$ cat src/rtl/wbb_pkg.sv
package wbb_pkg;

    typedef enum logic [1:0] {
        KIND_WB   = 2'd0,
        KIND_BST  = 2'd1,
        KIND_INTR = 2'd2,
        KIND_RSVD = 2'd3
    } kind_e;

    function automatic logic kind_snoopable(input logic [1:0] k);
        return (k == KIND_WB) || (k == KIND_BST);
    endfunction

endpackage

$ cat src/rtl/wbb_queue.sv
module wbb_queue #(
    parameter int AW    = 26,
    parameter int LW    = 512,
    parameter int DEPTH = 2,
    localparam int PW   = (DEPTH > 1) ? $clog2(DEPTH) : 1,
    localparam int CW   = $clog2(DEPTH + 1)
) (
    input  logic                       clk,
    input  logic                       rst_n,
    input  logic                       cfg_single,
    input  logic                       enq_valid,
    input  logic [1:0]                 enq_kind,
    input  logic [AW-1:0]              enq_addr,
    input  logic [LW-1:0]              enq_line,
    output logic                       enq_ready,
    input  logic                       deq_ready,
    output logic                       deq_valid,
    output logic [1:0]                 deq_kind,
    output logic [AW-1:0]              deq_addr,
    output logic [LW-1:0]              deq_line,
    output logic                       full,
    output logic                       empty,
    output logic [DEPTH-1:0][1:0]      slot_kind,
    output logic [DEPTH-1:0][AW-1:0]   slot_addr,
    output logic [DEPTH-1:0][LW-1:0]   slot_line,
    output logic [PW-1:0]              head,
    output logic [CW-1:0]              count
);

    typedef struct packed {
        logic [PW-1:0]            head;
        logic [CW-1:0]            count;
        logic                     lim_one;
        logic [DEPTH-1:0][1:0]    kind;
        logic [DEPTH-1:0][AW-1:0] addr;
        logic [DEPTH-1:0][LW-1:0] line;
    } qstate_t;

    qstate_t q_q, q_d;
    logic [CW-1:0] limit;
    logic enq_fire, deq_fire;

    always_comb begin
        int tail;
        int hnext;
        q_d      = q_q;
        limit    = q_q.lim_one ? CW'(1) : CW'(DEPTH);
        full     = (q_q.count == limit);
        empty    = (q_q.count == '0);
        enq_fire = enq_valid && !full;
        deq_fire = deq_ready && !empty;

        tail = int'(q_q.head) + int'(q_q.count);
        if (tail >= DEPTH) tail = tail - DEPTH;
        hnext = int'(q_q.head) + 1;
        if (hnext >= DEPTH) hnext = 0;

        if (enq_fire) begin
            q_d.kind[PW'(tail)] = enq_kind;
            q_d.addr[PW'(tail)] = enq_addr;
            q_d.line[PW'(tail)] = enq_line;
        end
        if (deq_fire) q_d.head = PW'(hnext);
        case ({enq_fire, deq_fire})
            2'b10:   q_d.count = q_q.count + CW'(1);
            2'b01:   q_d.count = q_q.count - CW'(1);
            default: q_d.count = q_q.count;
        endcase
        // depth limit is re-sampled only while nothing is held
        if (empty) q_d.lim_one = cfg_single;
    end

    always_ff @(posedge clk or negedge rst_n) begin
        if (!rst_n) q_q <= '0;
        else        q_q <= q_d;
    end

    assign enq_ready = !full;
    assign deq_valid = !empty;
    assign deq_kind  = q_q.kind[q_q.head];
    assign deq_addr  = q_q.addr[q_q.head];
    assign deq_line  = q_q.line[q_q.head];
    assign slot_kind = q_q.kind;
    assign slot_addr = q_q.addr;
    assign slot_line = q_q.line;
    assign head      = q_q.head;
    assign count     = q_q.count;

    // limit must not move while entries are held
    p_limit_frozen_r4: assert property (@(posedge clk) disable iff (!rst_n)
        (q_q.count != '0) |=> (q_q.lim_one == $past(q_q.lim_one)));

    // a full buffer never grows
    p_full_blocks_r3: assert property (@(posedge clk) disable iff (!rst_n)
        full |=> (q_q.count <= $past(q_q.count)));

    // stalled head entry is held steady
    p_head_hold_r2: assert property (@(posedge clk) disable iff (!rst_n)
        (deq_valid && !deq_ready) |=> (deq_valid && $stable(deq_addr) && $stable(deq_kind)));

endmodule

$ cat src/rtl/wbb_snoop.sv
module wbb_snoop
    import wbb_pkg::*;
#(
    parameter int AW    = 26,
    parameter int LW    = 512,
    parameter int BW    = 128,
    parameter int DEPTH = 2,
    localparam int PW    = (DEPTH > 1) ? $clog2(DEPTH) : 1,
    localparam int CW    = $clog2(DEPTH + 1),
    localparam int BEATS = LW / BW,
    localparam int BIW   = (BEATS > 1) ? $clog2(BEATS) : 1
) (
    input  logic                       clk,
    input  logic                       rst_n,
    input  logic                       snp_req,
    input  logic [AW-1:0]              snp_addr,
    input  logic [DEPTH-1:0][1:0]      slot_kind,
    input  logic [DEPTH-1:0][AW-1:0]   slot_addr,
    input  logic [DEPTH-1:0][LW-1:0]   slot_line,
    input  logic [PW-1:0]              head,
    input  logic [CW-1:0]              count,
    output logic                       snp_busy,
    output logic                       snp_done,
    output logic                       snp_hit,
    output logic                       snp_beat_valid,
    output logic [BIW-1:0]             snp_beat_idx,
    output logic [BW-1:0]              snp_beat_data
);

    typedef struct packed {
        logic           active;
        logic [BIW-1:0] beat;
        logic           done;
        logic           hit;
        logic [LW-1:0]  line;
    } sstate_t;

    sstate_t s_q, s_d;
    logic          found;
    logic [PW-1:0] sel;

    // age-ordered scan: a later (newer) match overrides an older one
    always_comb begin
        int slot;
        found = 1'b0;
        sel   = '0;
        for (int k = 0; k < DEPTH; k++) begin
            slot = int'(head) + k;
            if (slot >= DEPTH) slot = slot - DEPTH;
            if ((k < int'(count)) && kind_snoopable(slot_kind[PW'(slot)])
                && (slot_addr[PW'(slot)] == snp_addr)) begin
                found = 1'b1;
                sel   = PW'(slot);
            end
        end
    end

    always_comb begin
        s_d      = s_q;
        s_d.done = 1'b0;
        s_d.hit  = 1'b0;
        if (s_q.active) begin
            if (s_q.beat == BIW'(BEATS - 1)) s_d.active = 1'b0;
            else                             s_d.beat   = s_q.beat + BIW'(1);
        end else if (snp_req) begin
            s_d.done = 1'b1;
            s_d.hit  = found;
            if (found) begin
                s_d.active = 1'b1;
                s_d.beat   = '0;
                s_d.line   = slot_line[sel];
            end
        end
    end

    always_ff @(posedge clk or negedge rst_n) begin
        if (!rst_n) s_q <= '0;
        else        s_q <= s_d;
    end

    assign snp_busy       = s_q.active;
    assign snp_done       = s_q.done;
    assign snp_hit        = s_q.hit;
    assign snp_beat_valid = s_q.active;
    assign snp_beat_idx   = s_q.beat;
    assign snp_beat_data  = s_q.line[s_q.beat*BW +: BW];

    // beats advance by one each cycle until the last
    p_beat_step_r7: assert property (@(posedge clk) disable iff (!rst_n)
        (s_q.active && s_q.beat != BIW'(BEATS - 1))
        |=> (s_q.active && s_q.beat == $past(s_q.beat) + BIW'(1)));

    // requests during a stream are ignored
    p_busy_ignores_r5: assert property (@(posedge clk) disable iff (!rst_n)
        s_q.active |=> !s_q.done);

    // a miss starts no stream
    p_miss_quiet_r5: assert property (@(posedge clk) disable iff (!rst_n)
        (s_q.done && !s_q.hit) |-> !s_q.active);

    // hit only reported in the result cycle
    p_hit_needs_done_r5: assert property (@(posedge clk) disable iff (!rst_n)
        snp_hit |-> snp_done);

endmodule

$ cat src/rtl/wb_line_buf.sv
module wb_line_buf #(
    parameter int AW        = 26,
    parameter int LINE_W    = 512,
    parameter int BEAT_W    = 128,
    parameter int MAX_DEPTH = 2,
    localparam int BEATS    = LINE_W / BEAT_W,
    localparam int BIW      = (BEATS > 1) ? $clog2(BEATS) : 1,
    localparam int PW       = (MAX_DEPTH > 1) ? $clog2(MAX_DEPTH) : 1,
    localparam int CW       = $clog2(MAX_DEPTH + 1)
) (
    input  logic              clk,
    input  logic              rst_n,
    input  logic              cfg_single,
    input  logic              enq_valid,
    input  logic [1:0]        enq_kind,
    input  logic [AW-1:0]     enq_addr,
    input  logic [LINE_W-1:0] enq_line,
    output logic              enq_ready,
    input  logic              deq_ready,
    output logic              deq_valid,
    output logic [1:0]        deq_kind,
    output logic [AW-1:0]     deq_addr,
    output logic [LINE_W-1:0] deq_line,
    input  logic              snp_req,
    input  logic [AW-1:0]     snp_addr,
    output logic              snp_busy,
    output logic              snp_done,
    output logic              snp_hit,
    output logic              snp_beat_valid,
    output logic [BIW-1:0]    snp_beat_idx,
    output logic [BEAT_W-1:0] snp_beat_data,
    output logic              full,
    output logic              empty
);

    logic [MAX_DEPTH-1:0][1:0]        slot_kind;
    logic [MAX_DEPTH-1:0][AW-1:0]     slot_addr;
    logic [MAX_DEPTH-1:0][LINE_W-1:0] slot_line;
    logic [PW-1:0]                    head;
    logic [CW-1:0]                    count;

    wbb_queue #(.AW(AW), .LW(LINE_W), .DEPTH(MAX_DEPTH)) u_queue (
        .clk(clk), .rst_n(rst_n), .cfg_single(cfg_single),
        .enq_valid(enq_valid), .enq_kind(enq_kind), .enq_addr(enq_addr),
        .enq_line(enq_line), .enq_ready(enq_ready),
        .deq_ready(deq_ready), .deq_valid(deq_valid), .deq_kind(deq_kind),
        .deq_addr(deq_addr), .deq_line(deq_line),
        .full(full), .empty(empty),
        .slot_kind(slot_kind), .slot_addr(slot_addr), .slot_line(slot_line),
        .head(head), .count(count)
    );

    wbb_snoop #(.AW(AW), .LW(LINE_W), .BW(BEAT_W), .DEPTH(MAX_DEPTH)) u_snoop (
        .clk(clk), .rst_n(rst_n), .snp_req(snp_req), .snp_addr(snp_addr),
        .slot_kind(slot_kind), .slot_addr(slot_addr), .slot_line(slot_line),
        .head(head), .count(count),
        .snp_busy(snp_busy), .snp_done(snp_done), .snp_hit(snp_hit),
        .snp_beat_valid(snp_beat_valid), .snp_beat_idx(snp_beat_idx),
        .snp_beat_data(snp_beat_data)
    );

endmodule

$ cat config.mk
export PLATFORM = sky130hd
export DESIGN_NAME = wb_line_buf
export DESIGN_NICKNAME = d
export VERILOG_FILES = /design/src/rtl/wbb_pkg.sv /design/src/rtl/wbb_queue.sv /design/src/rtl/wbb_snoop.sv /design/src/rtl/wb_line_buf.sv
export SDC_FILE = /design/constraint.sdc
export NUM_CORES = 2
export LEC_CHECK = 0
export ABC_AREA = 1
export BUFFER_PORTS_ARGS = -buffer_cell sky130_fd_sc_hd__buf_4
export CAP_MARGIN = 20
export CORE_AREA = 2 2 486 488
export CTS_CLUSTER_SIZE = 25
export DETAILED_ROUTE_END_ITERATION = 12
export DIE_AREA = 0 0 488 490
export PLACE_DENSITY = 0.47
export SYNTH_ARGS = -nofsm -noshare
export SYNTH_HDL_FRONTEND = slang
export SYNTH_SLANG_ARGS = --single-unit
$ cat constraint.sdc
create_clock -name clk -period 2.5 [get_ports clk]
set_input_delay 0.5 -clock clk [delete_from_list [all_inputs] [get_ports clk]]
set_output_delay 0.5 -clock clk [all_outputs]
set_load 0.01 [all_outputs]
==> impl_metrics.toml <==
[worst_setup_path]
r2r_cells = 11
r2r_end = "u_snoop.s_q[216]"
crit_path_max_fanout = 8
end_kind = "primary output"
worstPathRequired_ps = 2000
cp-start-kind = "flop"
arrival_ps = 2500
criticalPathCategory = "reg2out"
rrSetupSlack_ps = -90
r2r-start = "u_queue.count[0]"

[routing]
dr_wl_met3_um = 21200
wl_met2_um = 126000
m1WireLength_um = 128000
wl_per_cell_um = 25.4
dr.max_layer_used = "met5"
first_pass_iters = 6
finalWirelength_um = 284000
avgViaCountPerCell = 4.47
drt_drc_violations_left = 0
num_vias = 50131
postRouteAntennaNets = 0
drtIter0Drc = 4405

[final_layout]
fin_area_um2 = 80000
final_cell_mix = "buf_4, nand2_1, nor2_1"
final_common_cell = "buf_4"
multi_input_area_um2 = 20000
fillers = 24279
stdcell_count = 11208
drive_gt1_frac = 0.299
area_delta_synth_final_pct = 66.6
seq_area_um2 = 26600
fin_nets = 8515
postLayoutCoreUtil = 0.342

[global_route]
track_usage = 0.219
grt-ovfl-total = 0
antenna_found_initial = 33
grt_first_pass_wirelength_um = 377000
grt_pass1_vias = 49374
grt_max_degree = 90

[floorplan]
dieWidth_um = 488
rows = 178
ioPinCount = 1250
die_y_um = 490
dieArea_um2 = 239000
start_util = 0.205
core-area_um2 = 234000

[placement]
gp_congestion = 0.918
io_buffers = 1249
placed_cell_area_um2 = 62100
dp.cells = 10239
dp.final_hpwl_um = 200000
place_ws_ps = -48.4

[synth]
synthCells = 5998
syn_area_um2 = 48000
postSynthAreaPerCell_um2 = 8.00
ys_ff_latch = 1061
yosysWarnings = 0
synth_nets = 6574
seq_area_frac_synth = 0.553
ys_types = 25

[power]
ir_worst_vdd_uv = 720
p_per_area_nw_per_um2 = 1130
total_power_mw = 90.5
p_leak_nw = 40.8

[clocking]
insertion_delay_ps = 790
cts.clk_slew.worst_paths_ps = 60
cts-root-buf = "clkbuf_16"
cts_tree = "built"
cts.path.max_buffers = 3
cts-buffers-inserted = 134
cts_sinks = 1061
htreeDepth = 4

[timing]
final-hold-violation-count = 0
drv_slew = 0
fin_crit_ps = 3000
fmax_ghz = 0.333
setup_violations = 778
skew_ps = 35.5
relSlewSlack = 0.568
final.period_utilization = 1.20
rsz0062_at_grt = "true"
timing.setup.tns_ps = -185980
holdWs_ps = 62.1
setup_ws_ps = -503
worstMarginPinSlew_ps = 648

[worst_hold_path]
holdPathEnd = "u_queue.slot_line[68]"
hold_class = "in2reg"
hold_depth = 3
min_from = "enq_line[68]"

[outcome]
violations = "negative setup slack"
outcome = "complete, but fails checks"

[run]
max-cap-violations = 0
worst max-delay path, stage by stage, from the launching register on:
cell     delay (ps)
dfrtp_4         520
buf_12          170
buf_16          160
buf_16          210
o21ai_0         270
o22ai_2         140
buf_6           160
Yosys cell counts:
cell type     n  share of area
xor2_1        3        0.00055
buf_6        45          0.011
o22ai_1     128          0.017
clkbuf_1    176          0.014
o21ai_0     258          0.027
inv_1       568          0.044
nor2_1     1355           0.11
buf_12        2        0.00083
buf_1         6        0.00047
xnor2_1      17         0.0031
a21oi_1     542          0.056
nand3_2       1        0.00021
nor2_2        1        0.00013
buf_4        24         0.0038
nand2_1    1097          0.086
nor2_8        1        0.00042
buf_8        11         0.0034
nor3_1        1        0.00010
clkinv_1      1       0.000078
buf_2       172          0.018
o21ai_1       1        0.00010
nand3_1     517          0.054
inv_2         6        0.00047
ha_1          4         0.0010
dfrtp_1    1061           0.55
layout make-up:
class | count | area share
Antenna cell | 18 | 0.000563
Clock buffer | 182 | 0.0480
Clock inverter | 55 | 0.00907
Inverter | 575 | 0.0275
Multi-Input combinational cell | 3926 | 0.250
Sequential cell | 1061 | 0.332
Tap cell | 3150 | 0.0493
Timing Repair Buffer | 2237 | 0.283
Timing Repair inverter | 4 | 0.000719
registers in the layout (all words and copies together) (netlist names):
register and count:
u_queue.slot_line 512, u_snoop.s_q 512, u_queue.slot_addr 26, u_queue.count 2, u_queue.slot_kind 2, u_snoop.snp_beat_idx 2, u_queue.head 1, u_queue.q_q 1
u_snoop.snp_beat_valid 1, u_snoop.snp_done 1, u_snoop.snp_hit 1
layer usage:
metal / vias up / global-route usage
met5: - / 0
met4: 12 / 0.0649
met2: 2009 / 0.333
met1: 24913 / 0.309
met3: 358 / 0.0488
li1: 22839 / -
where the power goes:
part,internal [mW],switching [mW],leakage (nW)
Sequential,21.4,4.64,13.0
Combinational,18.3,25.8,25.5
Clock,12.0,8.38,2.24
Total,51.6,38.8,40.8
worst max-delay path by stage:
stage                                     to  cells past startpoint  slack, ps                    start
after floorplan           snp_beat_data[122]                      6        440  u_snoop.snp_beat_idx[0]
after global placement     snp_beat_data[40]                      5        -80  u_snoop.snp_beat_idx[0]
after detailed placement   snp_beat_data[40]                      5        -50  u_snoop.snp_beat_idx[0]
after CTS                  snp_beat_data[45]                      7       -550  u_snoop.snp_beat_idx[0]
after global routing       snp_beat_data[42]                      8       -590  u_snoop.snp_beat_idx[0]
final                      snp_beat_data[42]                      6       -500  u_snoop.snp_beat_idx[0]
cells by family after synthesis:
kind of cell	synth area share
AND/OR/NAND/NOR	0.246
flip-flops	0.553
buffers and inverters	0.0957
AO/OA/AOI/OAI	0.100
XOR/XNOR	0.00365
adder cells (fa/ha/maj)	0.00104
repair_timing:
item | in CTS | in global routing
endpoints found under the setup margin | 663 | 933
hold buffers | 534 | 0
pin swaps | 60 | 225
setup buffers | 42 | 56
resized for setup | 501 | 913
endpoints found under the hold margin | 648 | 0
gates cloned | 36 | 52
No activity file was read; power rests on OpenSTA's default activity.
